## src/rtl/irqc_pkg.sv

```systemverilog
package irqc_pkg;

   // Byte offsets of the control words.
   localparam int OFF_CREDIT = 'h00;
   localparam int OFF_MASK   = 'h04;
   localparam int OFF_AUTO   = 'h08;
   localparam int OFF_INIT   = 'h0C;
   localparam int OFF_CUR    = 'h10;

   // Command bits inside the credit write word (software encodes them).
   localparam int CMD_UNMASK_BIT = 16;
   localparam int CMD_RELOAD_BIT = 17;

   typedef enum logic [2:0] {
      SEL_CREDIT,
      SEL_MASK,
      SEL_AUTO,
      SEL_INIT,
      SEL_CUR,
      SEL_NONE
   } reg_sel_e;

endpackage

```

## src/rtl/irqc_regs.sv

```systemverilog
module irqc_regs
   import irqc_pkg::*;
#(
   parameter int ADDR_W  = 5,
   parameter int DATA_W  = 32,
   parameter int TIMER_W = 6,
   parameter int CRED_W  = 16,
   parameter int CNT_W   = 15
) (
   input  logic                clk,
   input  logic                rst_n,
   input  logic [ADDR_W-1:0]   addr,
   input  logic [DATA_W-1:0]   wdata,
   input  logic                we,
   input  logic                fire,
   input  logic [TIMER_W-1:0]  timer_cur,
   input  logic [CRED_W-1:0]   credit,
   output logic [DATA_W-1:0]   rdata,
   output logic                mask_q,
   output logic                auto_q,
   output logic [TIMER_W-1:0]  init_q,
   output logic                cred_wr,
   output logic [CNT_W-1:0]    cred_dec,
   output logic                cmd_reload
);

   reg_sel_e sel;

   always_comb begin
      if (addr == ADDR_W'(OFF_CREDIT))      sel = SEL_CREDIT;
      else if (addr == ADDR_W'(OFF_MASK))   sel = SEL_MASK;
      else if (addr == ADDR_W'(OFF_AUTO))   sel = SEL_AUTO;
      else if (addr == ADDR_W'(OFF_INIT))   sel = SEL_INIT;
      else if (addr == ADDR_W'(OFF_CUR))    sel = SEL_CUR;
      else                                  sel = SEL_NONE;
   end

   logic cmd_unmask;

   assign cred_wr    = we && (sel == SEL_CREDIT);
   assign cred_dec   = wdata[CNT_W-1:0];
   assign cmd_unmask = cred_wr && wdata[CMD_UNMASK_BIT];
   assign cmd_reload = cred_wr && wdata[CMD_RELOAD_BIT];

   logic mask_d;

   always_comb begin
      mask_d = mask_q;
      if (we && (sel == SEL_MASK)) mask_d = wdata[0];
      if (cmd_unmask)              mask_d = 1'b0;
      if (fire && auto_q)          mask_d = 1'b1;
   end

   always_ff @(posedge clk or negedge rst_n) begin
      if (!rst_n) begin
         mask_q <= 1'b1;
         auto_q <= 1'b0;
         init_q <= '0;
      end else begin
         mask_q <= mask_d;
         if (we && (sel == SEL_AUTO)) auto_q <= wdata[0];
         if (we && (sel == SEL_INIT)) init_q <= wdata[TIMER_W-1:0];
      end
   end

   always_comb begin
      case (sel)
         SEL_CREDIT: rdata = DATA_W'(credit);
         SEL_MASK:   rdata = DATA_W'(mask_q);
         SEL_AUTO:   rdata = DATA_W'(auto_q);
         SEL_INIT:   rdata = DATA_W'(init_q);
         SEL_CUR:    rdata = DATA_W'(timer_cur);
         default:    rdata = '0;
      endcase
   end

   logic unused_wbits;
   assign unused_wbits = ^wdata;

endmodule

```

## src/rtl/irqc_timer.sv

```systemverilog
module irqc_timer #(
   parameter int TIMER_W = 6
) (
   input  logic               clk,
   input  logic               rst_n,
   input  logic [TIMER_W-1:0] init,
   input  logic               load,
   input  logic               tick,
   output logic [TIMER_W-1:0] cur,
   output logic               expired
);

   always_ff @(posedge clk or negedge rst_n) begin
      if (!rst_n)                    cur <= '0;
      else if (load)                 cur <= init;
      else if (tick && cur != '0)    cur <= cur - TIMER_W'(1);
   end

   assign expired = (cur == '0);

endmodule

```

## src/rtl/irqc_credit.sv

```systemverilog
module irqc_credit #(
   parameter int CRED_W = 16,
   parameter int CNT_W  = 15
) (
   input  logic              clk,
   input  logic              rst_n,
   input  logic              dec_en,
   input  logic [CNT_W-1:0]  dec_amt,
   input  logic              inc,
   output logic [CRED_W-1:0] count,
   output logic              zero_on_wr
);

   logic [CRED_W-1:0] sub_term;
   logic [CRED_W-1:0] count_d;

   assign sub_term   = dec_en ? CRED_W'(dec_amt) : '0;
   assign count_d    = count - sub_term + (inc ? CRED_W'(1) : '0);
   assign zero_on_wr = dec_en && (count_d == '0);

   always_ff @(posedge clk or negedge rst_n) begin
      if (!rst_n) count <= '0;
      else        count <= count_d;
   end

endmodule

```

## src/rtl/irq_coalesce_ctrl.sv

```systemverilog
module irq_coalesce_ctrl #(
   parameter int ADDR_W  = 5,
   parameter int DATA_W  = 32,
   parameter int TIMER_W = 6,
   parameter int CRED_W  = 16,
   parameter int CNT_W   = 15,
   parameter bit REG_OUT = 1'b1
) (
   input  logic              clk,
   input  logic              rst_n,
   input  logic [ADDR_W-1:0] reg_addr_i,
   input  logic [DATA_W-1:0] reg_wdata_i,
   input  logic              reg_we_i,
   output logic [DATA_W-1:0] reg_rdata_o,
   input  logic              us_tick_i,
   input  logic              event_i,
   output logic              irq_o,
   output logic              pend_o
);

   if (TIMER_W < 1 || TIMER_W > DATA_W) begin : g_bad_timer
      $error("TIMER_W must lie in 1..DATA_W");
   end
   if (CNT_W >= CRED_W) begin : g_bad_cnt
      $error("CNT_W must be narrower than CRED_W");
   end
   if (DATA_W < 18 || CRED_W > DATA_W) begin : g_bad_data
      $error("DATA_W must hold the command bits and the credit word");
   end
   if (ADDR_W < 5) begin : g_bad_addr
      $error("ADDR_W must reach offset 0x10");
   end

   logic               fire;
   logic               pend_q;
   logic               mask_q;
   logic               auto_q;
   logic [TIMER_W-1:0] init_q;
   logic [TIMER_W-1:0] timer_q;
   logic               timer_zero;
   logic               cred_wr;
   logic [CNT_W-1:0]   cred_dec;
   logic               cmd_reload;
   logic [CRED_W-1:0]  credit_q;
   logic               zero_wr;
   logic               tmr_load;

   irqc_regs #(
      .ADDR_W(ADDR_W), .DATA_W(DATA_W), .TIMER_W(TIMER_W),
      .CRED_W(CRED_W), .CNT_W(CNT_W)
   ) u_regs (
      .clk(clk), .rst_n(rst_n),
      .addr(reg_addr_i), .wdata(reg_wdata_i), .we(reg_we_i),
      .fire(fire), .timer_cur(timer_q), .credit(credit_q),
      .rdata(reg_rdata_o), .mask_q(mask_q), .auto_q(auto_q),
      .init_q(init_q), .cred_wr(cred_wr), .cred_dec(cred_dec),
      .cmd_reload(cmd_reload)
   );

   assign tmr_load = fire || cmd_reload;

   irqc_timer #(.TIMER_W(TIMER_W)) u_timer (
      .clk(clk), .rst_n(rst_n), .init(init_q), .load(tmr_load),
      .tick(us_tick_i), .cur(timer_q), .expired(timer_zero)
   );

   irqc_credit #(.CRED_W(CRED_W), .CNT_W(CNT_W)) u_credit (
      .clk(clk), .rst_n(rst_n), .dec_en(cred_wr), .dec_amt(cred_dec),
      .inc(fire), .count(credit_q), .zero_on_wr(zero_wr)
   );

   assign fire = !mask_q && timer_zero && (pend_q || event_i);

   always_ff @(posedge clk or negedge rst_n) begin
      if (!rst_n) pend_q <= 1'b0;
      else        pend_q <= !fire && !zero_wr && (pend_q || event_i);
   end

   assign pend_o = pend_q;

   if (REG_OUT) begin : g_irq_reg
      logic irq_q;
      always_ff @(posedge clk or negedge rst_n) begin
         if (!rst_n) irq_q <= 1'b0;
         else        irq_q <= fire;
      end
      assign irq_o = irq_q;
   end else begin : g_irq_comb
      assign irq_o = fire;
   end

endmodule

```

## config.mk

```make
export PLATFORM = sky130hd
export DESIGN_NAME = irq_coalesce_ctrl
export DESIGN_NICKNAME = d
export VERILOG_FILES = /design/src/rtl/irqc_pkg.sv /design/src/rtl/irqc_regs.sv /design/src/rtl/irqc_timer.sv /design/src/rtl/irqc_credit.sv /design/src/rtl/irq_coalesce_ctrl.sv
export SDC_FILE = /design/constraint.sdc
export NUM_CORES = 1
export LEC_CHECK = 0
export ABC_AREA = 0
export ABC_CLOCK_PERIOD_IN_PS = 10360
export CAP_MARGIN = 30
export CORE_UTILIZATION = 53
export DETAILED_ROUTE_END_ITERATION = 8
export PLACE_DENSITY = 0.87
export SLEW_MARGIN = 5
export SYNTH_ARGS = -nofsm -noshare
export SYNTH_HDL_FRONTEND = slang
export SYNTH_HIERARCHICAL = 1
export SYNTH_SLANG_ARGS = --single-unit
```

## constraint.sdc

```tcl
create_clock -name clk -period 10.36 [get_ports clk]
set_clock_uncertainty 0.05 [all_clocks]
set_input_delay 2.072 -clock clk [delete_from_list [all_inputs] [get_ports clk]]
set_output_delay 2.072 -clock clk [all_outputs]
set_load 0.03 [all_outputs]
```

**Yosys cells after proc, flatten, opt, wreduce, memory -nomap -nowiden**

Cells that the tools add are included.

- Register bits after elaboration: 32
- Input bits: 42
- Word-level logic and storage cells: 56

- $add $sub $neg: 3
- Equal/unequal tests: 8
- Mux-type cells: 13
- Reductions and logical operators: 25

Operator list:

| kind | count |
|---|---|
| case mux 16 bit (5 select lines) | 1 |
| adder 16 bit | 1 |
| logical NOT 16 bit | 1 |
| subtractor 16 bit | 1 |
| 2-to-1 mux 15 bit | 1 |
| logical AND 1 bit | 13 |
| 2-to-1 mux 3 bit | 4 |
| 2-to-1 mux 6 bit | 2 |
| == test 5 x 4 -> 1 bit, second input constant | 2 |
| == test 3 x 2 -> 1 bit, second input constant | 2 |
| logical NOT 6 bit | 1 |
| nonzero test 6 bit | 1 |
| subtractor 6 x 1 -> 6 bit, second input constant | 1 |
| == test 5 x 3 -> 1 bit, second input constant | 1 |
| == test 5 bit, second input constant | 1 |
| logical NOT 5 bit | 1 |
| 2-to-1 mux 1 bit | 5 |
| == test 3 x 1 -> 1 bit, second input constant | 1 |
| == test 3 bit, second input constant | 1 |
| logical NOT 1 bit | 3 |
| logical NOT 3 bit | 1 |
| nonzero test 3 bit | 1 |
| logical OR 1 bit | 2 |
| nonzero test 2 bit | 1 |

**Longest topological paths before layout**

- Depth in word-level cells: 16
- Gate-level depth with buffers: 17
- Depth with buffers taken out: 17

**Cells and area by module**

Netlist, hierarchy kept.

Modules (own cells, without submodules):

| module | instances | cells an instance | area each (um^2) |
|---|---|---|---|
| irqc_credit | 1 | 137 | 1340.0 |
| irqc_regs | 1 | 90 | 887.1 |
| irqc_timer | 1 | 50 | 424.2 |
| irq_coalesce_ctrl | 1 | 7 | 93.8 |

**Worst setup path before layout**

Ideal clock, no wire load.

- Kind: in2reg
- Start: input reg_addr_i[4]
- End: register pend_q (netlist: pend_o)
- Setup time: 0.129 ns
- Arrival time: 5.770 ns
- Required time: 10.181 ns
- Slack: 4.411 ns
- Cell stages on the path: 15
- Cells stage by stage: nor2_1 and4b_1 clkbuf_1 nand2_1 ha_1 fa_1 a21oi_1 o21ai_2 a21oi_2 xnor2_1 or4_1 or4_1 or4_1 nor4_2 nor3b_2

- Word-level cells in the longest chain between the ends: 16

RTL lines:

| what | line | source |
|---|---|---|
| start: declaration | irq_coalesce_ctrl.sv:11 | `input logic [ADDR_W-1:0] reg_addr_i,` |
| == test 5 bit | irqc_regs.sv:34 | `else if (addr == ADDR_W'(OFF_CUR)) sel = SEL_CUR;` |
| 2-to-1 mux 1 bit | irqc_regs.sv:34 |  |
| 2-to-1 mux 3 bit | irqc_regs.sv:33 | `else if (addr == ADDR_W'(OFF_INIT)) sel = SEL_INIT;` |
| 2-to-1 mux 3 bit | irqc_regs.sv:32 | `else if (addr == ADDR_W'(OFF_AUTO)) sel = SEL_AUTO;` |
| 2-to-1 mux 3 bit | irqc_regs.sv:31 | `else if (addr == ADDR_W'(OFF_MASK)) sel = SEL_MASK;` |
| 2-to-1 mux 3 bit (*) | irqc_regs.sv:30 | `if (addr == ADDR_W'(OFF_CREDIT)) sel = SEL_CREDIT;` |
| logical NOT 3 bit (*) | irqc_regs.sv:40 | `assign cred_wr = we && (sel == SEL_CREDIT);` |
| logical AND 1 bit (*) | irqc_regs.sv:40 |  |
| via cred_wr | irq_coalesce_ctrl.sv:41 | `logic cred_wr;` |
| [1 not listed] | - |  |
| subtractor 16 bit (*) | irqc_credit.sv:18 | `assign count_d = count - sub_term + (inc ? CRED_W'(1) : '0);` |
| adder 16 bit (*) | irqc_credit.sv:18 |  |
| via u_credit.count_d[6] | irqc_credit.sv:15 | `logic [CRED_W-1:0] count_d;` |
| logical NOT 16 bit (*) | irqc_credit.sv:19 | `assign zero_on_wr = dec_en && (count_d == '0);` |
| logical AND 1 bit (*) | irqc_credit.sv:19 |  |
| via zero_wr | irq_coalesce_ctrl.sv:45 | `logic zero_wr;` |
| logical NOT 1 bit (*) | irq_coalesce_ctrl.sv:76 | `else pend_q <= !fire && !zero_wr && (pend_q \|\| event_i);` |
| logical AND 1 bit (*) (2 in series) | irq_coalesce_ctrl.sv:76 |  |
| end signal: assignment | irq_coalesce_ctrl.sv:76 |  |
| end: declaration | irq_coalesce_ctrl.sv:35 | `logic pend_q;` |

The timed path passes the listed nets; every way through them passes the cells marked *.
A chain may end at the register's enable or synchronous reset.

**Worst setup path in the final report**

- Start: input reg_addr_i[3]
- End: register pend_q (netlist: pend_o)

The elaborated chain is that of the path after synthesis.

==> flow_metrics.env <==
export IMPL_status="finished, final reports clean"
export IMPL_dieWidth_um=74.0
export IMPL_fp_dieH_um=74.0
export IMPL_grt_start_max_net_pins=33
export IMPL_start_kind="primary input"
export IMPL_overflow=0
export IMPL_hp_start="u_regs/init_q[5]$_DFFE_PN0P_"
export IMPL_hpwl_mm=4.62
export IMPL_core_sq_um=4850
export IMPL_syn_inst=284
export IMPL_first_pass_iters=4
export IMPL_fin_nets=389
export IMPL_rsz0062_at_grt="false"
export IMPL_vias=2190
export IMPL_cts_setup_buffers=0
export IMPL_drtAntennaViolNets=0
export IMPL_drt_iter0_drc=147
export IMPL_cts_sinks=32
export IMPL_first_global_vias=2155
export IMPL_pin_count=76
export IMPL_diodes=0
export IMPL_finalMaxSlewViolations=0
export IMPL_antenna_found_initial=0
export IMPL_clk_insertion_delay_late_ns=0.28
export IMPL_cp_end_kind="flip-flop"
export IMPL_htree_levels=2
export IMPL_fillerInstances=379
export IMPL_ys_types=69
export IMPL_period_needed_ns=7.30
export IMPL_grt_usage_pct=24.5
export IMPL_power_density_nw_per_um2=293
export IMPL_ys_flop_type="dfrtp_1"
export IMPL_cts_max_path_buffers=2
export IMPL_remaining_drc_errors=0
export IMPL_reg2reg_slack_ns=5.92
export IMPL_postPlaceCellArea_sq_um=3070
export IMPL_cts_buffers=5
export IMPL_rr_worst_depth=17
export IMPL_fmax_ghz=0.137
export IMPL_drive_gt1_share_pct=12.1
export IMPL_synth_edff_count=0
export IMPL_fin_area_sq_um=3180
export IMPL_avgSynthCellArea_sq_um=9.67
export IMPL_setup_tns_ns=0
export IMPL_ys_top_cells_by_area="dfrtp_1 (28%), ha_1 (15%), buf_4 (8.5%)"
export IMPL_hold_buffers=0
export IMPL_synth_seq_cells=32
export IMPL_ys_async_sr_fraction_pct=100
export IMPL_rows=25
export IMPL_tritoncts="yes"
export IMPL_grt_pass1_wl_mm=10.3
export IMPL_synth_warning_count=6
export IMPL_hold_depth=2
export IMPL_worstReg2RegStart="u_timer/cur[0]$_DFFE_PN0P_"
export IMPL_path_clk_slew_ns=0.07
export IMPL_yosys_area_top_type="dfrtp_1"
export IMPL_seq_area_frac_synth_pct=29.2
export IMPL_drv_cap=0
export IMPL_cts_resized_gates=0
export IMPL_drt_total_wl_mm=6.10
export IMPL_worstPathArrival_ns=7.40
export IMPL_peakVddDrop_v=0.000183
export IMPL_yosysMostFrequentCell="ha_1"
export IMPL_routabilityCongestion=0.871
export IMPL_port_buffers=44
export IMPL_synth_top_area_share_pct=28.3
export IMPL_vias_per_cell=5.73
export IMPL_p_leak_nw=1.45
export IMPL_slew_headroom_pct=40.5
export IMPL_fin_crit_sh_pct=70.4
export IMPL_initial_core_util_pct=56.6
export IMPL_synth_common_cells="ha_1 (32), buf_4 (31), dfrtp_1 (31)"
export IMPL_wl_per_cell_um=16.0
export IMPL_path_max_fanout=18
export IMPL_cts_root_buf="clkbuf_8"
export IMPL_synth_area_sq_um=2750
export IMPL_worstPathRequired_ns=10.47
export IMPL_dieArea_sq_um=5470
export IMPL_criticalPathCategory="in -> reg"
export IMPL_setup_viol=0
export IMPL_worstMarginPinSlew_ns=0.889
export IMPL_timing_rr_end="pend_o$_DFF_PN0_"
export IMPL_finalHoldViolCount=0
export IMPL_whs_endpoint="u_timer/cur[5]$_DFFE_PN0P_"
export IMPL_synthToLayoutAreaGrowth_pct=15.7
export IMPL_hold_class="reg -> reg"
## power by group
| part | internal, mW | total (mW) | switching [mW] | leakage [nW] |
|---|---|---|---|---|
| Sequential | 0.187 | 0.228 | 0.0415 | 0.379 |
| Clock | 0.0713 | 0.118 | 0.0465 | 0.0552 |
| Combinational | 0.256 | 0.586 | 0.330 | 1.02 |
| Total | 0.514 | 0.932 | 0.418 | 1.45 |
## through the flow
stage	util, %	hold WS (ns)	std cells	setup WS, ns	total power, mW
detailed placement	63.3	0.461	374	2.92	0.801
floorplan	-	0.425	299	4.41	0.683
CTS	65.5	0.478	382	3.19	0.927
global placement	63.3	0.448	374	2.97	0.774
global route	65.5	0.501	382	2.84	1.02
finish	65.5	0.478	382	3.06	0.932
## sequential cells by signal (all words and copies together) (netlist names)
register	cells
u_regs/init_q	6
u_timer/cur	6
pend_o	1
u_regs/mask_q	1
u_credit/count	16
irq_o	1
u_regs/auto_q	1
## metal layers
metal,global-route usage (%),share of wire [%],routed length [um]
met3,3.66,4.8,292
met5,0,0,0
met2,41.6,50,3030
met4,10.5,2.5,153
met1,31.2,43,2630
## worst max-delay path, cell delays in order
cell             delay, ns
clkdlybuf4s50_1       0.49
nor2_1                0.71
and4b_1               0.78
and2_1                0.23
ha_1                  0.14
inv_1                 0.04
ha_1                  0.20
fa_1                  0.42
a21oi_1               0.28
o21ai_2               0.09
a21oi_2               0.15
xnor2_1               0.09
or4_1                 0.55
or4_1                 0.42
or4_1                 0.46
nor4_2                0.21
nor3b_2               0.08
## placed cells by master, fill, tap and decap left out, types with 9 or more instances in the layout
cell type        instances
clkdlybuf4s50_1         44
ha_1                    32
dfrtp_1                 31
nand2_1                 23
conb_1                  16
and3_1                  12
nand3_1                 11
a21oi_1                 11
nor2_1                  10
inv_1                   10
xnor2_1                  9
## cells by family (layout without fill, tap and decap cells)
family	Yosys count	count (layout)	synth area share, %
AND/OR/NAND/NOR	94	94	20.9
AO/OA/AOI/OAI	54	54	14.6
buffers and inverters	47	63	11.0
adder cells (fa/ha/maj)	33	33	15.3
flip-flops	32	32	29.2
XOR/XNOR	15	15	4.79
multiplexers	8	8	4.06
other	1	16	0.137
## worst max path at each step
stage,from,end,cells after the start
after CTS,reg_addr_i[3],pend_o$_DFF_PN0_,17
after detailed placement,reg_addr_i[3],pend_o$_DFF_PN0_,17
after floorplan,reg_addr_i[4],pend_o$_DFF_PN0_,15
after global placement,reg_addr_i[3],pend_o$_DFF_PN0_,17
final,reg_addr_i[3],pend_o$_DFF_PN0_,17
after global routing,reg_addr_i[3],pend_o$_DFF_PN0_,17
## final cells by class
| cell class | count | area, sq um | share of cell area, % |
|---|---|---|---|
| clock buffers | 6 | 72.6 | 2.28 |
| clock inverters | 2 | 35.0 | 1.10 |
| inverters | 10 | 37.5 | 1.18 |
| multi-input cells | 220 | 1700 | 53.4 |
| flip-flops and latches | 32 | 802 | 25.2 |
| well taps | 67 | 83.8 | 2.64 |
| repair buffers | 45 | 448 | 14.1 |
No activity file was read; power rests on OpenSTA's default activity.
